==> src/rtl/supply_guard_pkg.sv <==
// Package: shared types for the supply supervisor.
package supply_guard_pkg;
    // Source that started the current or last reset pulse.
    typedef enum logic {
        CAUSE_SUPPLY = 1'b0,
        CAUSE_WDOG   = 1'b1
    } rst_cause_e;
endpackage

==> src/rtl/sg_sync.sv <==
// Module: sg_sync
// Multi-bit, multi-stage synchronizer. Each bit passes through its own chain
// of flops.
// Assumes: the bits are unrelated; reset clears every stage to 0.
module sg_sync #(
    parameter int WIDTH  = 1,
    parameter int STAGES = 2
) (
    input  logic             clk,
    input  logic             rst_n,
    input  logic [WIDTH-1:0] d,
    output logic [WIDTH-1:0] q
);
    logic [WIDTH-1:0] chain [STAGES];

    // First stage samples the asynchronous input.
    always_ff @(posedge clk) begin
        if (!rst_n) chain[0] <= '0;
        else        chain[0] <= d;
    end

    generate
        for (genvar s = 1; s < STAGES; s++) begin : g_stage
            // Each later stage re-samples the stage before it.
            always_ff @(posedge clk) begin
                if (!rst_n) chain[s] <= '0;
                else        chain[s] <= chain[s-1];
            end
        end
    endgenerate

    assign q = chain[STAGES-1];
endmodule

==> src/rtl/sg_watchdog.sv <==
// Module: sg_watchdog
// Watchdog timer. Either edge of the synchronized strobe clears it. It raises
// a one-cycle expire pulse when WD_TIMEOUT cycles pass with no edge.
// Assumes: strobe_s and off_s are already synchronous; hold is the reset state.
module sg_watchdog #(
    parameter int WD_TIMEOUT = 40,
    localparam int CW = $clog2(WD_TIMEOUT + 1)
) (
    input  logic          clk,
    input  logic          rst_n,
    input  logic          strobe_s,
    input  logic          off_s,
    input  logic          hold,
    output logic          expire,
    output logic [CW-1:0] count
);
    localparam logic [CW-1:0] LAST = CW'(WD_TIMEOUT - 1);

    logic strobe_d;
    logic edge_seen;

    // Keep the previous strobe sample for edge detection.
    always_ff @(posedge clk) begin
        if (!rst_n) strobe_d <= 1'b0;
        else        strobe_d <= strobe_s;
    end

    assign edge_seen = strobe_s ^ strobe_d;
    assign expire    = !hold && !off_s && !edge_seen && (count == LAST);

    // Count idle cycles. Clear on service, hold, disable or expiry.
    always_ff @(posedge clk) begin
        if (!rst_n)                                      count <= '0;
        else if (hold || off_s || edge_seen || expire)   count <= '0;
        else                                             count <= count + 1'b1;
    end
endmodule

==> src/rtl/sg_pulse_timer.sv <==
// Module: sg_pulse_timer
// Reset-pulse stretcher. It holds reset active while undervoltage is present
// and for RST_PERIOD cycles after the last fault. It latches the fault cause
// when a pulse starts.
// Assumes: wd_expire never occurs while active (the watchdog is held then).
module sg_pulse_timer
    import supply_guard_pkg::*;
#(
    parameter int RST_PERIOD = 16,
    localparam int PW = $clog2(RST_PERIOD + 1)
) (
    input  logic          clk,
    input  logic          rst_n,
    input  logic          uv_s,
    input  logic          wd_expire,
    output logic          active,
    output rst_cause_e    cause,
    output logic [PW-1:0] count
);
    localparam logic [PW-1:0] LAST = PW'(RST_PERIOD - 1);

    // Start, restart or release the pulse and latch its cause at the start.
    always_ff @(posedge clk) begin
        if (!rst_n) begin
            active <= 1'b1;
            count  <= '0;
            cause  <= CAUSE_SUPPLY;
        end else if (uv_s) begin
            if (!active) cause <= CAUSE_SUPPLY;
            active <= 1'b1;
            count  <= '0;
        end else if (wd_expire) begin
            if (!active) cause <= CAUSE_WDOG;
            active <= 1'b1;
            count  <= '0;
        end else if (active) begin
            if (count == LAST) begin
                active <= 1'b0;
                count  <= '0;
            end else begin
                count  <= count + 1'b1;
            end
        end
    end
endmodule

==> src/rtl/supply_guard.sv <==
// Module: supply_guard (top)
// Supply supervisor with a watchdog that drives one active-low processor
// reset. It synchronizes the asynchronous inputs, runs the watchdog and
// stretches each fault into a fixed-length reset pulse.
// Assumes: rst_n is a synchronous active-low power-on reset.
module supply_guard
    import supply_guard_pkg::*;
#(
    parameter int WD_TIMEOUT  = 40,
    parameter int RST_PERIOD  = 16,
    parameter int SYNC_STAGES = 2
) (
    input  logic clk,
    input  logic rst_n,
    input  logic uv_in,
    input  logic wdi_in,
    input  logic wdi_float,
    output logic rst_out_n,
    output logic cause_wdog
);
    localparam int CW = $clog2(WD_TIMEOUT + 1);
    localparam int PW = $clog2(RST_PERIOD + 1);

    logic [2:0]    sync_q;
    logic          uv_s;
    logic          wdi_s;
    logic          wdi_float_s;
    logic          wd_expire;
    logic          rst_active;
    logic [CW-1:0] wd_count;
    logic [PW-1:0] rp_count;
    rst_cause_e    cause;

    sg_sync #(.WIDTH(3), .STAGES(SYNC_STAGES)) u_sync (
        .clk   (clk),
        .rst_n (rst_n),
        .d     ({wdi_float, wdi_in, uv_in}),
        .q     (sync_q)
    );

    assign uv_s        = sync_q[0];
    assign wdi_s       = sync_q[1];
    assign wdi_float_s = sync_q[2];

    sg_watchdog #(.WD_TIMEOUT(WD_TIMEOUT)) u_wdog (
        .clk      (clk),
        .rst_n    (rst_n),
        .strobe_s (wdi_s),
        .off_s    (wdi_float_s),
        .hold     (rst_active),
        .expire   (wd_expire),
        .count    (wd_count)
    );

    sg_pulse_timer #(.RST_PERIOD(RST_PERIOD)) u_timer (
        .clk       (clk),
        .rst_n     (rst_n),
        .uv_s      (uv_s),
        .wd_expire (wd_expire),
        .active    (rst_active),
        .cause     (cause),
        .count     (rp_count)
    );

    assign rst_out_n  = !rst_active;
    assign cause_wdog = (cause == CAUSE_WDOG);
endmodule

==> config.mk <==
export PLATFORM = sky130hd
export DESIGN_NAME = supply_guard
export DESIGN_NICKNAME = d
export VERILOG_FILES = /design/src/rtl/supply_guard_pkg.sv /design/src/rtl/sg_sync.sv /design/src/rtl/sg_watchdog.sv /design/src/rtl/sg_pulse_timer.sv /design/src/rtl/supply_guard.sv
export SDC_FILE = /design/constraint.sdc
export NUM_CORES = 1
export LEC_CHECK = 0
export BUFFER_PORTS_ARGS = -buffer_cell sky130_fd_sc_hd__buf_4
export CORE_MARGIN = 3
export CORE_UTILIZATION = 58
export CTS_CLUSTER_SIZE = 14
export DETAILED_ROUTE_END_ITERATION = 10
export GPL_ROUTABILITY_DRIVEN = 0
export PLACE_DENSITY = 0.76
export SLEW_MARGIN = 20
export SYNTH_ARGS = -nofsm -noshare
export SYNTH_HDL_FRONTEND = slang
export SYNTH_SLANG_ARGS = --single-unit
==> constraint.sdc <==
create_clock -name clk -period 2.2 [get_ports clk]
set_input_delay 0.22 -clock clk [delete_from_list [all_inputs] [get_ports clk]]
set_output_delay 0.22 -clock clk [all_outputs]
set_load 0.05 [all_outputs]
======== Yosys cells after proc, flatten, opt, wreduce, memory -nomap -nowiden ========
Memory sizes are Yosys's and may differ from the RTL's.
Cells that the tools add are included.
cells by class
  $mul .................................... 0
  shift-type cells ........................ 0
  reduce and logical (&&, ||, !) cells .... 13
  add/subtract/negate cells ............... 2
  magnitude comparators ................... 0
  bitwise logic cells ..................... 5
  eq/ne operators ......................... 2
  mux-type cells .......................... 11
  divide/modulo/power cells ............... 0
operators by type and width
  operator               number
  $mux W1                8
  $add A6 B1 Y6 const B  1
  $eq A6 B6 Y1 const B   1
  $mux W3                2
  $add A5 B1 Y5 const B  1
  $eq A5 B4 Y1 const B   1
  $mux W5                1
  $logic_and A1 B1 Y1    3
  $logic_not A1 Y1       3
  $logic_or A1 B1 Y1     3
  $reduce_or A3 Y1       1
  $not A1 Y1             2
  $or A1 B1 Y1           2
  $reduce_and A2 Y1      1
  $reduce_bool A2 Y1     1
  $reduce_or A2 Y1       1
  $xor A1 B1 Y1          1
word-level totals
  memories ................................ 1
  memory bits (writable) .................. 6
  register bits ........................... 14
  output and inout bits ................... 2
  logic and storage cells ................. 39
  input bits .............................. 5
  latch bits .............................. 0
  ROM bits ................................ 0
memory list
  name          words  bits a word  rd ports  clocked after memory_dff  wr ports  RTL line       source
  u_sync.chain  2      3            2         0                         2         sg_sync.sv:14  logic [WIDTH-1:0] chain [STAGES];

======== Logic depth before layout (Yosys ltp) ========
Gate-level depths: netlist of the first run.
  depth in word-level cells ............... 6
  gate-level depth with buffers ........... 5

======== Modules after synthesis ========
Synthesis of the first run repeated with hierarchy kept, for this count alone.
unflattened totals
  cells, all modules ...................... 75
  area, all modules ....................... 770.7 sq um
modules (own cells, without submodules)
  module          instances  area an instance (sq um)  sequential area each (sq um)  cells each
  sg_watchdog     1          307.8                     140.1                         29
  sg_pulse_timer  1          301.5                     140.1                         33
  sg_sync         1          157.7                     120.1                         12
  supply_guard    1          3.8                       0.0                           1

======== Worst setup path before layout of the first run ========
No wires, ideal clock.
  kind .................................... register to register
  from .................................... register u_wdog.count[0]
  to ...................................... register u_timer.cause
  path buffers ............................ 1
  path slack .............................. 0.843 ns
  setup time .............................. 0.119 ns
  data required time ...................... 2.081 ns
  cell stages (with the launch flop) ...... 6
  data arrival time ....................... 1.238 ns
  cell sequence ........................... dfxtp_1 -> ha_1 -> and4bb_1 -> and4_1 -> buf_6 -> o221a_2
on the way
  cells in the longest elaborated chain, start to end .. 4
RTL lines
  element                              RTL line              source
  from (decl)                          sg_watchdog.sv:15     output logic [CW-1:0] count
  from (signal assigned)               sg_watchdog.sv:35     else count <= count + 1'b1;
  $eq A6 B6 Y1                         sg_watchdog.sv:29     assign expire = !hold && !off_s && !edge_seen && (count == LAST);
  $logic_and A1 B1 Y1                  sg_watchdog.sv:29
  $reduce_bool A2 Y1 (no source line)  -
  $reduce_and A2 Y1 (no source line)   -
  to (signal assigned)                 sg_pulse_timer.sv:27  cause <= CAUSE_SUPPLY;
  to (signal assigned)                 sg_pulse_timer.sv:29  if (!active) cause <= CAUSE_SUPPLY;
  to (signal assigned)                 sg_pulse_timer.sv:33  if (!active) cause <= CAUSE_WDOG;
  to (decl)                            sg_pulse_timer.sv:17  output rst_cause_e cause,
No other way between the ends.
A chain may end at the register's enable or synchronous reset.

======== Worst setup path after layout of the first run ========
Same ends and word-level chain as after synthesis.

==> results of run 1 <==
==> cell usage in the layout, fill, tap and decap left out, drive strengths merged <==
cell	n
a211o	1
a211oi	2
a31oi	1
and2	8
and4	1
and4bb	1
buf	6
clkbuf	4
dfxtp	20
ha	2
inv	2
nand2	5
nand3	3
nand3b	1
nand4	2
nand4b	1
nor2	4
nor2b	1
nor3	5
nor3b	1
nor4	1
o21ai	1
o221a	1
or3	1
xnor2	2
xor2	4
==> sequential cells by signal (all words and copies together), names as in the netlist <==
signal / cells
u_sync.chain: 6
u_timer.active: 1
u_timer.cause: 1
u_timer.count: 5
u_wdog.count: 6
u_wdog.strobe_d: 1
==> layer usage <==
metal | vias up | share of wire [%] | wire, um | global-route usage, %
met3 | 4 | 2.9 | 32 | 2.58
met5 | - | 0 | 0 | 0
li1 | 269 | - | - | -
met1 | 244 | 44 | 495 | 18.8
met2 | 8 | 50 | 560 | 23.7
met4 | 0 | 2.8 | 31 | 11.2
==> where the power goes <==
part           internal (mW)  leakage (nW)  switching, mW  total [mW]
clock network          0.101        0.0210          0.105       0.206
registers              0.372         0.163        0.00512       0.377
logic                 0.0143         0.147         0.0116      0.0260
total                  0.487         0.331          0.122       0.609
==> path summary, 6_finish.rpt <==
| path | from | end | slack, ns |
|---|---|---|---|
| worst max-delay path | u_wdog.count[0] | u_timer.cause | 0.75 |
| worst min register to register | u_sync.chain[0][0] | u_sync.chain[1][0] | 0.44 |
| worst max register to register | u_wdog.count[0] | u_timer.cause | 0.75 |
| worst min-delay path | wdi_float | u_sync.chain[0][2] | 0.12 |
==> cells by family after synthesis <==
group / count (synthesis)
compound gates: 6
xor+xnor: 6
fa+ha+maj: 2
buf+inv: 4
flops: 20
simple gates: 35
==> Yosys cell counts, drive strengths merged <==
library cell and count:
nor2b 1, a211oi 2, a211o 1, nor2 4, and4 1, dfxtp 20, nand2 5, inv 2
xor2 4, o21ai 1, nand4 2, nor4 1, nand3b 1, or3 1, and2 8, ha 2
and4bb 1, nor3b 1, nand4b 1, a31oi 1, nor3 5, nand3 3, buf 2, o221a 1
xnor2 2
==> layout make-up <==
| class | instances | area, um2 | share of cell area (%) |
|---|---|---|---|
| inverter | 2 | 7.51 | 0.881 |
| timing repair buffer | 6 | 45.0 | 5.29 |
| clock buffer | 4 | 36.3 | 4.26 |
| multi-input combinational | 49 | 345 | 40.5 |
| tap | 14 | 17.5 | 2.06 |
| sequential | 20 | 400 | 47.0 |
==> through the flow <==
step,hold WS (ns),instances
3_5_place_dp,0.419,91
4_1_cts,0.116,95
5_1_grt,0.126,95
2_1_floorplan,0.342,73
3_3_place_gp,0.413,91
6_report,0.123,95
==> critical path, delay by kind of cell (launching register included) <==
family / cells / cell delay (ns)
flops: 1 / 0.37
compound gates: 1 / 0.24
simple gates: 2 / 0.58
fa+ha+maj: 1 / 0.21
==> out/summary.txt, run 1 <==
Critical-path cell list -> ha_1 -> and4bb_1 -> and4_1 -> o221a_2
P&R area growth vs syn -> 10.7%
P per Cell Area -> 714 nW/um2
Final Util -> 72.8%
First-pass GRT wire length -> 2100 um
Clk buf depth -> 2
Drt initial violations -> 1
XOR/XNOR Fraction of Synth Area -> 6.83%
Core Box Area -> 1170 um2
Grt ovf -> 0
Post-synth cell types -> 28
CP Max Fanout -> 7
Endpoints failing setup -> 0
Mux cell area share after synthesis -> 0%
Clk root buf -> clkbuf_4
Nets -> 89
Worst rel slew slack -> 79.7%
# diodes -> 0
Place WS -> 0.769 ns
Synth Area in Simple Gates -> 28.1%
Starting density of the core -> 65.7%
Post-synthesis compound-gate area fraction -> 6.67%
Layout cells sized above 1 -> 17.3%
Post-Synthesis Cells -> 73
DP HPWL -> 812 um
Largest area contributor in the netlist -> dfxtp_1
Slowest cell on crit path -> dfxtp_1
Largest family of logic cells by synthesized area -> simple AND/OR/NAND/NOR gates
CTS sink cnt -> 20
DRT Wirelength -> 1120 um
Clock latency on the worst-skew pair -> 0.29 ns
RSZ-0062 raised after global routing -> no
Worst hold-check path type -> primary input to register
Avg Cell Area, Syn -> 10.5 um2
Number of global-route vias before repair -> 507
Max Freq -> 692 MHz
CP peak stage delay -> 0.37 ns
Status -> finished, final reports clean
Leakage -> 0.331 nW
Final standard cell area without fillers -> 852 um2
Filler cells -> 90
Chip width -> 42.4 um
Clk slew on worst S/H paths -> 0.10 ns
Synth top area cells -> dfxtp_1 (52%), and2_1 (5.7%), xor2_1 (4.6%)
Period utilization -> 65.7%
Syn Std Cell Area -> 769 um2
Die ar. -> 1800 um2
Placed Area -> 816 um2
Final Hold Vio Count -> 0
Vias -> 525
Num CTS Buffers -> 3
Worst Skew -> 0.00110 ns
IO Port Bufs -> 6
Max-slew violations -> 0
Pin count of the biggest net entering global routing -> 12
Yosys Warn Count -> 0
I/O pin total -> 7
Initial antenna violation count -> 0
Setup TNS Final -> 0 ns
Critical Setup Path Class -> register to register
Endpoint type of the worst setup path -> register
Peak supply drop -> 0.532 mV
Syn Nets -> 80
Post CTS Setup Buffer Count -> 0
TritonRoute pass-1 iters -> 2
Yosys top cell area share -> 52.0%
Arrival time worst endpoint -> 1.69 ns
Vias/cell -> 5.53
Crit path launch type -> register
CTS Hold Buffers Added -> 0
Worst hold path cell count -> 2
Post-cts sizing count -> 0
Post-synthesis sequential area ratio -> 52.0%
Residual DRC -> 0
Synth Area in Adders -> 3.25%
Seq cells post-synth -> 20
Fin crit period -> 1.45 ns
Tot Pwr -> 0.609 mW
Critical Path RT -> 2.45 ns
Rows -> 12
Routed wire per std cell -> 11.8 um
Htree depth -> 1
Routed Antenna Nets -> 0
Global Route Usage Sum -> 15.3%
Max-cap violations -> 0
Setup slack after layout -> 0.754 ns
Worst slew pin tran -> 0.303 ns
Die height -> 42.4 um
Reg2reg path depth -> 4
CTS tree -> done
(Power assumes the default switching activity.)
==> run 2: changes to the inputs <==
- CORE_UTILIZATION: 58 -> 49
- PLACE_DENSITY: 0.76 -> 0.68
- clock period: 2.2 -> 1.25 ns (I/O delays scaled with it)
==> run 2 against run 1 <==
Clock power grew 35%. Maximum frequency grew 20%. Design area rose by 10%. Critical path depth unchanged. Largest cell class unchanged. First-iteration DRC count rose to 4.0 times the previous value. Count of clock-buffer cells in the layout down 1. Power is 64% higher.
==> out/summary.txt, run 2 (synthesis results as in run 1) <==
Vias -> 543 (+3.4%)
Clk slew on worst S/H paths -> 0.10 ns (about the same)
Worst rel slew slack -> 81.6% (+1.9 points)
DRT Wirelength -> 1240 um (+11%)
Routed wire per std cell -> 12.2 um (+3.1%)
Crit path launch type -> register
Starting density of the core -> 55.7% (-10 points)
DP Cell Count -> 99 (+8.8%)
Max-cap violations -> 0 (unchanged)
Worst hold path cell count -> 2 (unchanged)
Initial antenna violation count -> 0 (unchanged)
Setup TNS Final -> 0 ns (unchanged)
P&R area growth vs syn -> 22.0%
Reg2reg path depth -> 4 (unchanged)
Largest delay share family, worst path -> simple AND/OR/NAND/NOR gates
Arrival time worst endpoint -> 1.41 ns (-0.28 ns)
P per Cell Area -> 1060 nW/um2 (+49%)
Endpoints failing setup -> 0 (unchanged)
Leakage -> 0.361 nW (+8.8%)
RSZ-0062 raised after global routing -> yes
R2r setup slk -> 0.04 ns (-0.71 ns)
Fin crit period -> 1.21 ns (-0.239 ns)
Drt initial violations -> 4 (+3)
Filler cells -> 115 (+28%)
CP Max Fanout -> 7 (unchanged)
Combinational power share -> 5.4% (+1.1 points)
Max-slew violations -> 0 (unchanged)
Power Internal -> 0.796 mW (+63%)
Commonest non-fill, non-tap cell in the layout -> dfxtp_1
Global Route Usage Sum -> 15.2% (-0.068 points)
Layout cells sized above 1 -> 32.2% (+15 points)
Post CTS Setup Buffer Count -> 0 (unchanged)
Max Freq -> 829 MHz (+20%)
Chip width -> 45.6 um (+7.6%)
Final Hold Vio Count -> 0 (unchanged)
Hold Crit Endpoint -> u_sync.chain[0][2]
Residual DRC -> 0 (unchanged)
Hold Worst Slack -> 0.0430 ns (-0.0795 ns)
# diodes -> 0 (unchanged)
Grt ovf -> 0 (unchanged)
Pin count of the biggest net entering global routing -> 11 (-1)
Rows -> 13 (+1)
CTS tree -> done
Num CTS Buffers -> 3 (unchanged)
Flip-flop and latch area -> 403 um2 (+0.62%)
Critical Path RT -> 1.45 ns (-1.00 ns)
Final Instance Count excl. Fillers -> 102 (+7.4%)
Die ar. -> 2080 um2 (+16%)
Critical Setup Path Class -> register to register
Worst Skew -> 0.00568 ns (+0.00458 ns)
Slowest cell on crit path -> dfxtp_2
Reg2reg end -> u_timer.count[3]
Worst slew pin tran -> 0.275 ns (-0.0283 ns)
Vias/cell -> 5.32 (-3.7%)
Routed Antenna Nets -> 0 (unchanged)
Multi-input logic area -> 389 um2 (+13%)
Nets -> 96 (+7.9%)
Regs by FF count -> u_sync.chain x6, u_wdog.count x6, u_timer.count x5
First-pass GRT wire length -> 2290 um (+8.8%)
Number of global-route vias before repair -> 556 (+9.7%)
Sw frac -> 20.1% (+0.12 points)
Flop pwr share -> 66.6% (+4.7 points)
Clk buf depth -> 2 (unchanged)
Crit path buf inv count -> 0 (unchanged)
I/O pin total -> 7 (unchanged)
Hold path startpoint -> wdi_float
Commonest non-fill, non-tap cells in the layout -> dfxtp_1 (18), buf_4 (13), and2_1 (7)
Period utilization -> 96.5% (+31 points)
IO Port Bufs -> 6 (unchanged)
Core Box Area -> 1380 um2 (+18%)
TritonRoute pass-1 iters -> 4 (+2)
Reg-to-reg startpoint -> u_wdog.count[0]
Status -> finished, final reports clean
Worst hold-check path type -> primary input to register
Htree depth -> 1 (unchanged)
CTS sink cnt -> 20 (unchanged)
Net switching power -> 0.200 mW (+65%)
Peak supply drop -> 0.920 mV (+73%)
Clk root buf -> clkbuf_4
DP HPWL -> 974 um (+20%)
Clock power share -> 28.0% (-5.8 points)
Critical-path cell list -> ha_4 -> and4bb_1 -> and4_4 -> nor4_4
Die height -> 45.6 um (+7.6%)
CP peak stage delay -> 0.35 ns (-0.02 ns)
Clock latency on the worst-skew pair -> 0.28 ns (about the same)
Endpoint type of the worst setup path -> register
-- run 2: changes by cell type in the layout (fill, tap and decap cells not counted), sizes merged --
cell and delta:
clkbuf -1, buf +7
-- run 2: final cells by class --
class / count / area share (%)
clock buffers: 3 / 2.40
multi-input cells: 49 / 41.5
well taps: 15 / 2.00
inverters: 2 / 0.800
flip-flops and latches: 20 / 42.9
repair buffers: 13 / 10.4
-- run 2: metrics by stage --
step	utilization [%]	area [um2]	setup WS (ns)	total power [mW]
after floorplan	-	793	-0.0123	0.705
after detailed placement	64.6	893	-0.0863	0.730
after CTS	66.4	918	0.0299	1.01
after global routing	67.9	938	-0.00512	1.05
after global placement	64.6	893	-0.0492	0.726
final	67.9	938	0.0434	0.996
-- run 2: per-layer routing --
layer	track usage (%)	wire, um	vias up
met3	3.56	34	2
li1	-	-	284
met4	3.51	8	0
met5	0	0	-
met2	27.0	646	6
met1	18.3	550	251
-- run 2: how the worst max path moves through the flow --
stage,startpoint,end,slack [ns],depth (start not counted)
floorplan,u_wdog.count[0],u_timer.cause,-0.01,5
global placement,u_wdog.count[1],u_timer.cause,-0.05,4
detailed placement,u_wdog.count[1],u_timer.cause,-0.09,4
CTS,u_wdog.count[0],u_wdog.count[5],0.03,4
global route,u_wdog.count[0],u_timer.cause,-0.005,4
finish,u_wdog.count[0],u_timer.count[3],0.04,4
-- run 2: worst register-to-register path: cells and delay by family (launching register included) --
family        cells  cell delay [ns]
simple gates      3             0.63
fa+ha+maj         1             0.15
flops             1             0.35
-- run 2: repair_timing --
item | in CTS | in global routing
resized for setup | 2 | 4
endpoints found under the setup margin | 7 | 5
pin swaps | 0 | 2
hold buffers | 0 | 0
endpoints found under the hold margin | 0 | 0
-- run 2: power by group through the flow --
stage | registers [mW] | logic (mW) | clock network (mW)
6_report | 0.663 | 0.0539 | 0.279
5_1_grt | 0.665 | 0.0623 | 0.319
4_1_cts | 0.663 | 0.0526 | 0.289
3_5_place_dp | 0.678 | 0.0519 | 0
3_3_place_gp | 0.677 | 0.0497 | 0
2_1_floorplan | 0.676 | 0.0293 | 0
